===== src/rtl/uart_regbank.sv =====
module uart_regbank #(
  parameter int IRQ_W = 11,
  parameter logic [63:0] PERIPH_ID = 64'hB105_F00D_0014_1011,
  parameter logic [15:0] CTRL_RST = 16'h0300,
  parameter logic [5:0]  FLS_RST  = 6'h12,
  parameter logic [7:0]  FLAGS_VAL = 8'h90
) (
  input  logic        clk,
  input  logic        rst_n,
  input  logic        bus_valid,
  input  logic        bus_write,
  input  logic [11:0] bus_addr,
  input  logic [31:0] bus_wdata,
  output logic [31:0] rd_data,
  output logic        rd_valid,
  output logic        bad_access,
  input  logic        rx_event,
  output logic        tx_strobe,
  output logic [7:0]  tx_byte,
  output logic        irq
);
  localparam int RX_BIT = 4;
  localparam int TX_BIT = 5;

  logic [9:0] idx;
  logic       is_id, mapped, wr, rd;
  logic [7:0]  ilp_q, lcr_q;
  logic [15:0] ibd_q, ctl_q;
  logic [5:0]  fbd_q, fls_q;
  logic [2:0]  dma_q;
  logic [IRQ_W-1:0] msk_q, ris_q, ris_set, ris_clr;
  logic [31:0] rd_mux;

  assign idx   = bus_addr[11:2];
  assign is_id = idx >= 10'h3F8;
  assign mapped = is_id || idx == 10'd0 || idx == 10'd1 || idx == 10'd6 ||
                  (idx >= 10'd8 && idx <= 10'd18);
  assign wr = bus_valid && bus_write && mapped;
  assign rd = bus_valid && !bus_write;

  assign irq = |(ris_q & msk_q);

  always_comb begin
    ris_set = '0;
    ris_set[RX_BIT] = rx_event;
    ris_set[TX_BIT] = wr && idx == 10'd0;
    ris_clr = (wr && idx == 10'd17) ? bus_wdata[IRQ_W-1:0] : '0;
  end

  always_comb begin
    rd_mux = '0;
    if (is_id) rd_mux = {24'd0, PERIPH_ID[idx[2:0]*8 +: 8]};
    else begin
      case (idx)
        10'd6:  rd_mux = {24'd0, FLAGS_VAL};
        10'd8:  rd_mux = {24'd0, ilp_q};
        10'd9:  rd_mux = {16'd0, ibd_q};
        10'd10: rd_mux = {26'd0, fbd_q};
        10'd11: rd_mux = {24'd0, lcr_q};
        10'd12: rd_mux = {16'd0, ctl_q};
        10'd13: rd_mux = {26'd0, fls_q};
        10'd14: rd_mux = {{(32-IRQ_W){1'b0}}, msk_q};
        10'd15: rd_mux = {{(32-IRQ_W){1'b0}}, ris_q};
        10'd16: rd_mux = {{(32-IRQ_W){1'b0}}, ris_q & msk_q};
        10'd18: rd_mux = {29'd0, dma_q};
        default: rd_mux = '0;
      endcase
    end
  end

  always_ff @(posedge clk) begin
    if (!rst_n) begin
      ilp_q <= '0; lcr_q <= '0; ibd_q <= '0; fbd_q <= '0; dma_q <= '0;
      ctl_q <= CTRL_RST; fls_q <= FLS_RST;
      msk_q <= '0; ris_q <= '0;
      rd_data <= '0; rd_valid <= 1'b0; bad_access <= 1'b0;
      tx_strobe <= 1'b0; tx_byte <= '0;
    end else begin
      ris_q <= (ris_q & ~ris_clr) | ris_set;
      rd_valid   <= rd;
      rd_data    <= rd ? rd_mux : '0;
      bad_access <= bus_valid && !mapped;
      tx_strobe  <= wr && idx == 10'd0;
      if (wr) begin
        case (idx)
          10'd0:  tx_byte <= bus_wdata[7:0];
          10'd8:  ilp_q <= bus_wdata[7:0];
          10'd9:  ibd_q <= bus_wdata[15:0];
          10'd10: fbd_q <= bus_wdata[5:0];
          10'd11: lcr_q <= bus_wdata[7:0];
          10'd12: ctl_q <= bus_wdata[15:0];
          10'd13: fls_q <= bus_wdata[5:0];
          10'd14: msk_q <= bus_wdata[IRQ_W-1:0];
          10'd18: dma_q <= bus_wdata[2:0];
          default: ;
        endcase
      end
    end
  end

  assert_tx_strobe_R3: assert property (@(posedge clk) disable iff (!rst_n)
    (bus_valid && bus_write && idx == 10'd0) |=>
      (tx_strobe && tx_byte == $past(bus_wdata[7:0]) && ris_q[TX_BIT]));
  assert_rx_sets_R4: assert property (@(posedge clk) disable iff (!rst_n)
    rx_event |=> ris_q[RX_BIT]);
  assert_clear_tx_R5: assert property (@(posedge clk) disable iff (!rst_n)
    (bus_valid && bus_write && idx == 10'd17 && bus_wdata[TX_BIT]) |=> !ris_q[TX_BIT]);
  assert_mask_off_R2: assert property (@(posedge clk) disable iff (!rst_n)
    (bus_valid && bus_write && idx == 10'd14 && bus_wdata[IRQ_W-1:0] == '0) |=> !irq);
  assert_bad_pulse_R8: assert property (@(posedge clk) disable iff (!rst_n)
    !bus_valid |=> !bad_access);
  assert_rd_valid_R9: assert property (@(posedge clk) disable iff (!rst_n)
    (bus_valid && !bus_write) |=> rd_valid);
endmodule


===== config.mk =====
export PLATFORM = sky130hd
export DESIGN_NAME = uart_regbank
export DESIGN_NICKNAME = d
export VERILOG_FILES = /design/src/rtl/uart_regbank.sv
export SDC_FILE = /design/constraint.sdc
export NUM_CORES = 1
export LEC_CHECK = 0
export BUFFER_PORTS_ARGS = -buffer_cell sky130_fd_sc_hd__buf_2
export CAP_MARGIN = 20
export CORE_UTILIZATION = 45
export CTS_CLUSTER_DIAMETER = 80
export CTS_CLUSTER_SIZE = 14
export DETAILED_ROUTE_END_ITERATION = 8
export GPL_ROUTABILITY_DRIVEN = 0
export PLACE_DENSITY = 0.65
export SYNTH_ARGS = -nofsm -noshare
export SYNTH_HDL_FRONTEND = slang
export SYNTH_SLANG_ARGS = --single-unit

===== constraint.sdc =====
create_clock -name clk -period 3.8 [get_ports clk]
set_input_delay 0.76 -clock clk [delete_from_list [all_inputs] [get_ports clk]]
set_output_delay 0.76 -clock clk [all_outputs]
set_load 0.05 [all_outputs]

# After elaboration in Yosys (flattened, before gate mapping)
# Index checks and enable logic that the tools add are counted.
[word_totals] regBits=112 latch_bits=0 ramBits=0 mem_bits_ro=0 output_inout_bits=44 wordCells=67 memories=0
[classes] add_sub_neg=0 mul=0 div_mod_pow=0 order_cmp=3 eq_ne=13 n_shift=1 mux=3 n_bitwise=6 reduce_logical=26
[op_table] operator="$pmux W16 S11" count=1
[op_table] operator="$eq A10 B4 Y1 const B" count=8
[op_table] operator="$shiftx A64 B7 Y8 const A" count=1
[op_table] operator="$eq A10 B5 Y1 const B" count=3
[op_table] operator="$and A11 B11 Y11" count=2
[op_table] operator="$reduce_and A2 Y1" count=10
[op_table] operator="$mux W11" count=1
[op_table] operator="$not A11 Y11" count=1
[op_table] operator="$or A11 B6 Y11" count=1
[op_table] operator="$reduce_or A11 Y1" count=1
[op_table] operator="$eq A10 B1 Y1 const B" count=1
[op_table] operator="$eq A10 B3 Y1 const B" count=1
[op_table] operator="$ge A10 B10 Y1 const B" count=1
[op_table] operator="$ge A10 B4 Y1 const B" count=1
[op_table] operator="$le A10 B5 Y1 const B" count=1
[op_table] operator="$logic_not A10 Y1" count=1
[op_table] operator="$mux W8" count=1
[op_table] operator="$logic_and A1 B1 Y1" count=7
[op_table] operator="$logic_or A1 B1 Y1" count=4
[op_table] operator="$reduce_or A3 Y1" count=1
[op_table] operator="$logic_not A1 Y1" count=2
[op_table] operator="$not A1 Y1" count=2

# Depth between registers and ports, before layout
# Gate-level depths: netlist of run 1.
[logic_depth] ltp_word=11 ltp_mapped=8 mapped_depth_nobuf=5

# Least setup slack after synthesis of run 1
# No wires, ideal clock.
[synth_path] path_type="input -> register" start="input bus_addr[9]" end="register lcr_q[0]" setup_time_ns=0.128 arrival_ns=2.704 required_time_ns=3.672 slack_ns=0.968 path_stages=7 n_path_buf=2 cell_sequence="or4_1 -> buf_2 -> or4_4 -> buf_6 -> nor3_4 -> mux2i_1 -> nor2_1"
[synth_via] elab_chain_len=7
[synth_lines] item="from (decl)" line="12" source="input logic [11:0] bus_addr,"
[synth_lines] item="$ge A10 B10 Y1 or $logic_not A10 Y1 (tied branches)" line="35, 36"
[synth_lines] item="$logic_or A1 B1 Y1 (4 in series)" line="36" source="assign mapped = is_id || idx == 10'd0 || idx == 10'd1 || idx == 10'd6 ||"
[synth_lines] item="$logic_and A1 B1 Y1" line="38" source="assign wr = bus_valid && bus_write && mapped;"
[synth_lines] item="$reduce_and A2 Y1 (no line) (*)"
[synth_lines] item="to (signal assigned)" line="90" source="10'd11: lcr_q <= bus_wdata[7:0];"
[synth_lines] item="to (decl)" line="27" source="logic [7:0] ilp_q, lcr_q;"
# Every way passes the cells marked *; elsewhere a longest branch is shown, timed or not.
# A chain may end at the register's enable or synchronous reset.

# Final worst setup path of run 1
[layout_path] start="input bus_addr[9]" end="register lcr_q[4]"
# The elaborated chain is that of the path after synthesis.

==> flow_summary_export.csv, run 1 <==
group,metric,value,unit
clocking,htreeDepth,3,
layout,seqCellArea,2240,um^2
min_path,min_path_type,"reg2reg",
route,routed_wl,13800,um
route,route.detailed.drc,0,
worst_setup_path,critPathLaunch,"bus_addr[9]",
layout,multi_input_area,2520,um^2
grt,antenna_found_initial,0,
worst_setup_path,r2r_start,"msk_q[6]",
floorplanning,rows,38,
clocking,holdBufCountCts,0,
sta,finalCritPeriodShare,0.755,
place,pre_cts_ws,0.534,ns
worst_setup_path,crit_arrival,3.12,ns
power,power.internal,0.00152,W
power,p_leak,2.06,nW
grt,grt_pass1_wl,21900,um
route,ant_nets,0,
logic_synthesis,syn_area_per_cell,8.43,um^2
layout,n_fill_cell,1068,
floorplanning,coreArea,10900,um^2
place,placed_cell_area,5400,um^2
logic_synthesis,yosys_warnings,0,
worst_setup_path,crit_buf_inv,1,
grt,grt_pass1_vias,4140,
floorplanning,initial_core_util,0.463,
min_path,hold_start,"ctl_q[11]",
power,clkPwrFrac,0.352,
clocking,post_cts_buffers,0,
sta,period_minus_slack,2.87,ns
route,vias,4476,
worst_setup_path,path_delay_family,"simple AND/OR/NAND/NOR gates",
floorplanning,dieHeight,108,um
logic_synthesis,synth_seq_cells,112,
sta,relSlewSlack,0.383,
logic_synthesis,netlist_instances,598,
sta,fmax,348,MHz
logic_synthesis,ys_seq_area_frac,0.445,
sta,hold_violations,0,
worst_setup_path,cp-start-kind,"input port",
grt,track_usage,0.250,
worst_setup_path,crit_slowest_cell,"or4_4",
worst_setup_path,cp_max_fo,19,
layout,final_cell_area,5590,um^2
clocking,cts_tree,"done",
layout,antennaDiodeCount,0,
logic_synthesis,synth_edf_count,0,
worst_setup_path,crit_type,"in2reg",
worst_setup_path,worstPathCellList,"buf_2, or4_1, or4_4, nor3_4, mux2i_1, nor2_1",
logic_synthesis,synth_area,5040,um^2
sta,setup_ws,0.929,ns
power,vdd.ir_drop.worst,0.260,mV
sta,tightest_slew,0.924,ns
clocking,clk_latency,0.39,ns
job,maxCapViolations,0,
place,dp_hpwl,9510,um
worst_setup_path,cp.required,4.05,ns
clocking,cts_buffers,9,
grt,grt-ovfl-total,0,
place,io_buffers,58,
power,pwr-share-comb,0.080,
power,switching_power,0.000549,W
sta,fin_tns_setup,0,ns
route,wl_per_cell,17.7,um
layout,finalNetCount,685,
power,switching_share,0.265,
clocking,cts_root_buffer,"clkbuf_8",
logic_synthesis,synth.distinct_cells,55,
logic_synthesis,synth_flop_cell,"dfxtp_1",
route,first_iter_violations,429,
floorplanning,dieArea,11600,um^2
logic_synthesis,async_flop_share,0,
layout,instances_no_fill,780,
power,power.density,370,nW/um^2
clocking,clk_pin_slew,0.11,ns
clocking,clockBufferDepth,2,
sta,clock-skew-final,0.0145,ns
sta,setup_viol,0,
power,seqPwrFrac,0.567,
route,dr.pass1.iters,5,
sta,slew_violations,0,
power,total_power,0.00207,W
place,place_inst,765,
clocking,cts_sinks,112,
clocking,cts_resized,0,
floorplanning,io_pins,93,
route,via_per_inst,5.74,
floorplanning,die_x,108,um
worst_setup_path,cpPeakStageDelay,0.69,ns
status,outcome,"complete, no violations",
layout,drive_above_1_share,0.177,
sta,rsz0062_at_grt,"false",
layout,syn2layout_area_growth,11.0,%
worst_setup_path,cp-end-kind,"register",
grt,grt_max_degree,54,
[metal layers]
metal | vias up | GRT usage | wire length [um]
met5 | - | 0 | 0
met4 | 0 | 0.128 | 442
met3 | 34 | 0.0393 | 1070
met2 | 190 | 0.380 | 6200
met1 | 2132 | 0.341 | 6070
li1 | 2120 | - | -
[cells in the final DEF, fill, tap and decap left out, drive strengths merged, types with 10 or more instances in the layout]
| cell type | n |
|---|---|
| buf | 75 |
| nand2 | 106 |
| dfxtp | 112 |
| a22oi | 18 |
| o22ai | 10 |
| nor2 | 63 |
| o21ai | 19 |
| conb | 16 |
| mux2i | 47 |
| nor3 | 10 |
| a21oi | 57 |
[through the flow]
stage	util	hold slack, ns
2_1_floorplan	-	0.431
3_5_place_dp	0.496	0.443
6_report	0.514	0.458
5_1_grt	0.514	0.474
4_1_cts	0.514	0.458
3_3_place_gp	0.496	0.438
[worst paths after layout]
check / to / slack (ns) / cells past startpoint
worst max-delay path: lcr_q[4] / 0.93 / 6
worst max register to register: rd_data[6] / 2.22 / 5
worst min-delay path: ctl_q[11] / 0.46 / 2
worst min register to register: ctl_q[11] / 0.46 / 2
[state kept, by name (all words and copies together), names as in the netlist]
register and flops:
ctl_q 16, ibd_q 16, rd_data 16, msk_q 11, ris_q 11, ilp_q 8, lcr_q 8, tx_byte 8
fbd_q 6, fls_q 6, dma_q 3, bad_access 1, rd_valid 1, tx_strobe 1
[synthesized netlist by cell type (3+ instances only)]
cell       instances  area, um^2
nand2_1          106         398
o2bb2ai_1          3        26.3
nand2b_1           6        37.5
nand3b_1           5        37.5
a211oi_1           4        30.0
dfxtp_1          112        2240
inv_1              5        18.8
mux2_2             9         101
a21oi_1           57         285
mux2i_1           47         470
and3_1             3        18.8
a221oi_1           4        35.0
nor3_1             7        35.0
buf_4             16         120
o22ai_1           10        62.6
clkbuf_1          41         154
o21ai_0           19        95.1
nor2_1            61         229
o32ai_1            5        43.8
nand3_1            8        40.0
nor2b_1            4        25.0
nand4_1            3        18.8
a22oi_1           18         135
[tightest hold or removal path: cells and delay by family, from the launching register on]
kind / cells / cell delay, ns
compound gates: 1 / 0.05
flops: 1 / 0.32
simple gates: 1 / 0.05
[logic make-up after synthesis]
kind of cell	Yosys count	share of synthesized area
buffers and inverters	69	0.0668
muxes	57	0.118
and+or+nand+nor	225	0.204
other	1	0.000744
DFF	112	0.445
AOI/OAI and AO/OA	134	0.166
[power groups by stage]
stage                     sequential, W  combinational (W)  clock [W]
final                           0.00118           0.000166   0.000730
after CTS                       0.00118           0.000164   0.000748
after detailed placement        0.00120           0.000164          0
after floorplan                 0.00121           0.000121          0
after global placement          0.00120           0.000163          0
after global routing            0.00118           0.000178   0.000789
[cell type report]
class                      count  area share
inverter                       6     0.00403
clock inverter                 6      0.0134
clock buffer                   9      0.0221
multi-input combinational    432       0.451
tap                          140      0.0313
timing repair buffer          75      0.0769
sequential                   112       0.401
No activity file was read; power rests on OpenSTA's default activity.
==> run 2: changes to the inputs <==
--- a/config.mk
+++ b/config.mk
@@ -12,7 +12,7 @@
 export CTS_CLUSTER_SIZE = 14
 export DETAILED_ROUTE_END_ITERATION = 8
 export GPL_ROUTABILITY_DRIVEN = 0
-export PLACE_DENSITY = 0.65
+export PLACE_DENSITY = 0.67
 export SYNTH_ARGS = -nofsm -noshare
 export SYNTH_HDL_FRONTEND = slang
 export SYNTH_SLANG_ARGS = --single-unit
==> constraint.sdc (replaced) <==
create_clock -name clk -period 2.5 [get_ports clk]
set_input_delay 0.5 -clock clk [delete_from_list [all_inputs] [get_ports clk]]
set_output_delay 0.5 -clock clk [all_outputs]
set_load 0.05 [all_outputs]
==> run 2 against run 1 <==
Compared with the run above: worst setup slack worse by 0.58 ns; via count increased by 2.5%; largest power group unchanged; first-iteration DRC count decreased by 19%.
==> flow_summary_export.csv, run 2 (same netlist as run 1, synthesis figures left out) <==
group,metric,value,unit
place,placed_cell_area,5630,um^2
clocking,post_cts_buffers,0,
worst_setup_path,cp-start-kind,"input port",
sta,hold_violations,0,
worst_setup_path,endpoint,"ibd_q[11]",
worst_setup_path,ff2ff_path_depth,4,
worst_setup_path,cp.depth,7,
worst_setup_path,cp_max_fo,12,
floorplanning,initial_core_util,0.463,
clocking,cts_buffers,9,
power,vdd.ir_drop.worst,0.275,mV
floorplanning,io_pins,93,
clocking,clk_pin_slew,0.10,ns
place,place_inst,792,
layout,antennaDiodeCount,0,
sta,timing.hold.ws,0.322,ns
floorplanning,rows,38,
power,total_power,0.00313,W
grt,track_usage,0.255,
worst_setup_path,ff2ff_setup_slack,0.97,ns
route,route.detailed.drc,0,
job,maxCapViolations,0,
worst_setup_path,critPathMostFrequentCell,"or4_4",
sta,finalCritPeriodShare,0.862,
worst_setup_path,crit_buf_inv,2,
sta,slew_violations,0,
status,outcome,"complete, no violations",
grt,antenna_found_initial,0,
worst_setup_path,worstPathCellList,"buf_2, or4_4, or4_4, nor2_4, buf_12, mux2i_1, nor2_1",
power,p_leak,2.20,nW
min_path,min_path_type,"in2reg",
place,io_buffers,58,
power,power.density,538,nW/um^2
sta,clock-skew-final,0.0126,ns
worst_setup_path,path_delay_family,"simple AND/OR/NAND/NOR gates",
clocking,cts_sinks,112,
worst_setup_path,r2r-end,"rd_data[3]",
route,wl_per_cell,17.4,um
layout,syn2layout_area_growth,15.5,%
worst_setup_path,r2r_start,"lcr_q[3]",
grt,grt_max_degree,42,
layout,drive_above_1_share,0.213,
worst_setup_path,cp.required,2.77,ns
route,ant_nets,0,
clocking,htreeDepth,3,
worst_setup_path,crit_type,"in2reg",
route,first_iter_violations,348,
clocking,cts_resized,0,
route,vias,4589,
worst_setup_path,crit_arrival,2.43,ns
layout,layout_commonest_cell,"dfxtp_1",
sta,period_minus_slack,2.15,ns
layout,final_cell_area,5820,um^2
clocking,clk_latency,0.39,ns
sta,fin_tns_setup,0,ns
floorplanning,dieArea,11600,um^2
route,dr.pass1.iters,6,
sta,setup_viol,0,
worst_setup_path,critPathLaunch,"bus_addr[9]",
floorplanning,die_x,108,um
worst_setup_path,crit_slowest_cell,"or4_4",
worst_setup_path,cp-end-kind,"register",
worst_setup_path,cpPeakStageDelay,0.59,ns
sta,rsz0062_at_grt,"false",
layout,instances_no_fill,808,
clocking,cts_tree,"done",
floorplanning,dieHeight,108,um
layout,top_regs,"ctl_q x16, ibd_q x16, rd_data x16",
grt,grt_pass1_wl,22500,um
layout,final_cell_mix,"112 x dfxtp_1, 106 x nand2_1, 61 x nor2_1, 58 x buf_2, 57 x a21oi_1",
place,dp_hpwl,10100,um
clocking,clockBufferDepth,2,
route,via_per_inst,5.68,
floorplanning,coreArea,10900,um^2
grt,grt_pass1_vias,4463,
clocking,holdBufCountCts,0,
grt,grt-ovfl-total,0,
layout,finalNetCount,712,
clocking,cts_root_buffer,"clkbuf_8",
sta,fmax,464,MHz
route,routed_wl,14100,um
-- run 2: worst min path at each step --
stage / slack [ns] / from / end / cells past startpoint
finish: 0.32 / rst_n / fls_q[1] / 2
global route: 0.32 / rst_n / fls_q[1] / 2
CTS: 0.31 / rst_n / fls_q[1] / 2
detailed placement: 0.44 / ctl_q[11] / ctl_q[11] / 2
global placement: 0.44 / ctl_q[15] / ctl_q[15] / 2
floorplan: 0.43 / ris_q[10] / ris_q[10] / 2
-- run 2: cell type report --
type	count	area, um^2
inverter	6	22.5
timing repair buffer	102	658
sequential	112	2240
clock inverter	7	72.6
multi-input combinational	432	2530
tap	140	175
clock buffer	9	124
fill	1016	5060
-- run 2: power breakdown --
group	internal, W	switching, W
Clock	0.000463	0.000616
Combinational	0.0000657	0.000201
Sequential	0.00179	0.00000134
-- run 2: through the flow --
stage	setup WS, ns	util
finish	0.345	0.535
global route	0.275	0.535
CTS	0.364	0.535
detailed placement	-0.0596	0.517
global placement	-0.0218	0.517
floorplan	-0.0108	-
-- run 2: metal layers --
layer	share of wire	GRT usage
met5	0	0
met4	0.030	0.119
met3	0.082	0.0611
met2	0.46	0.403
met1	0.43	0.327
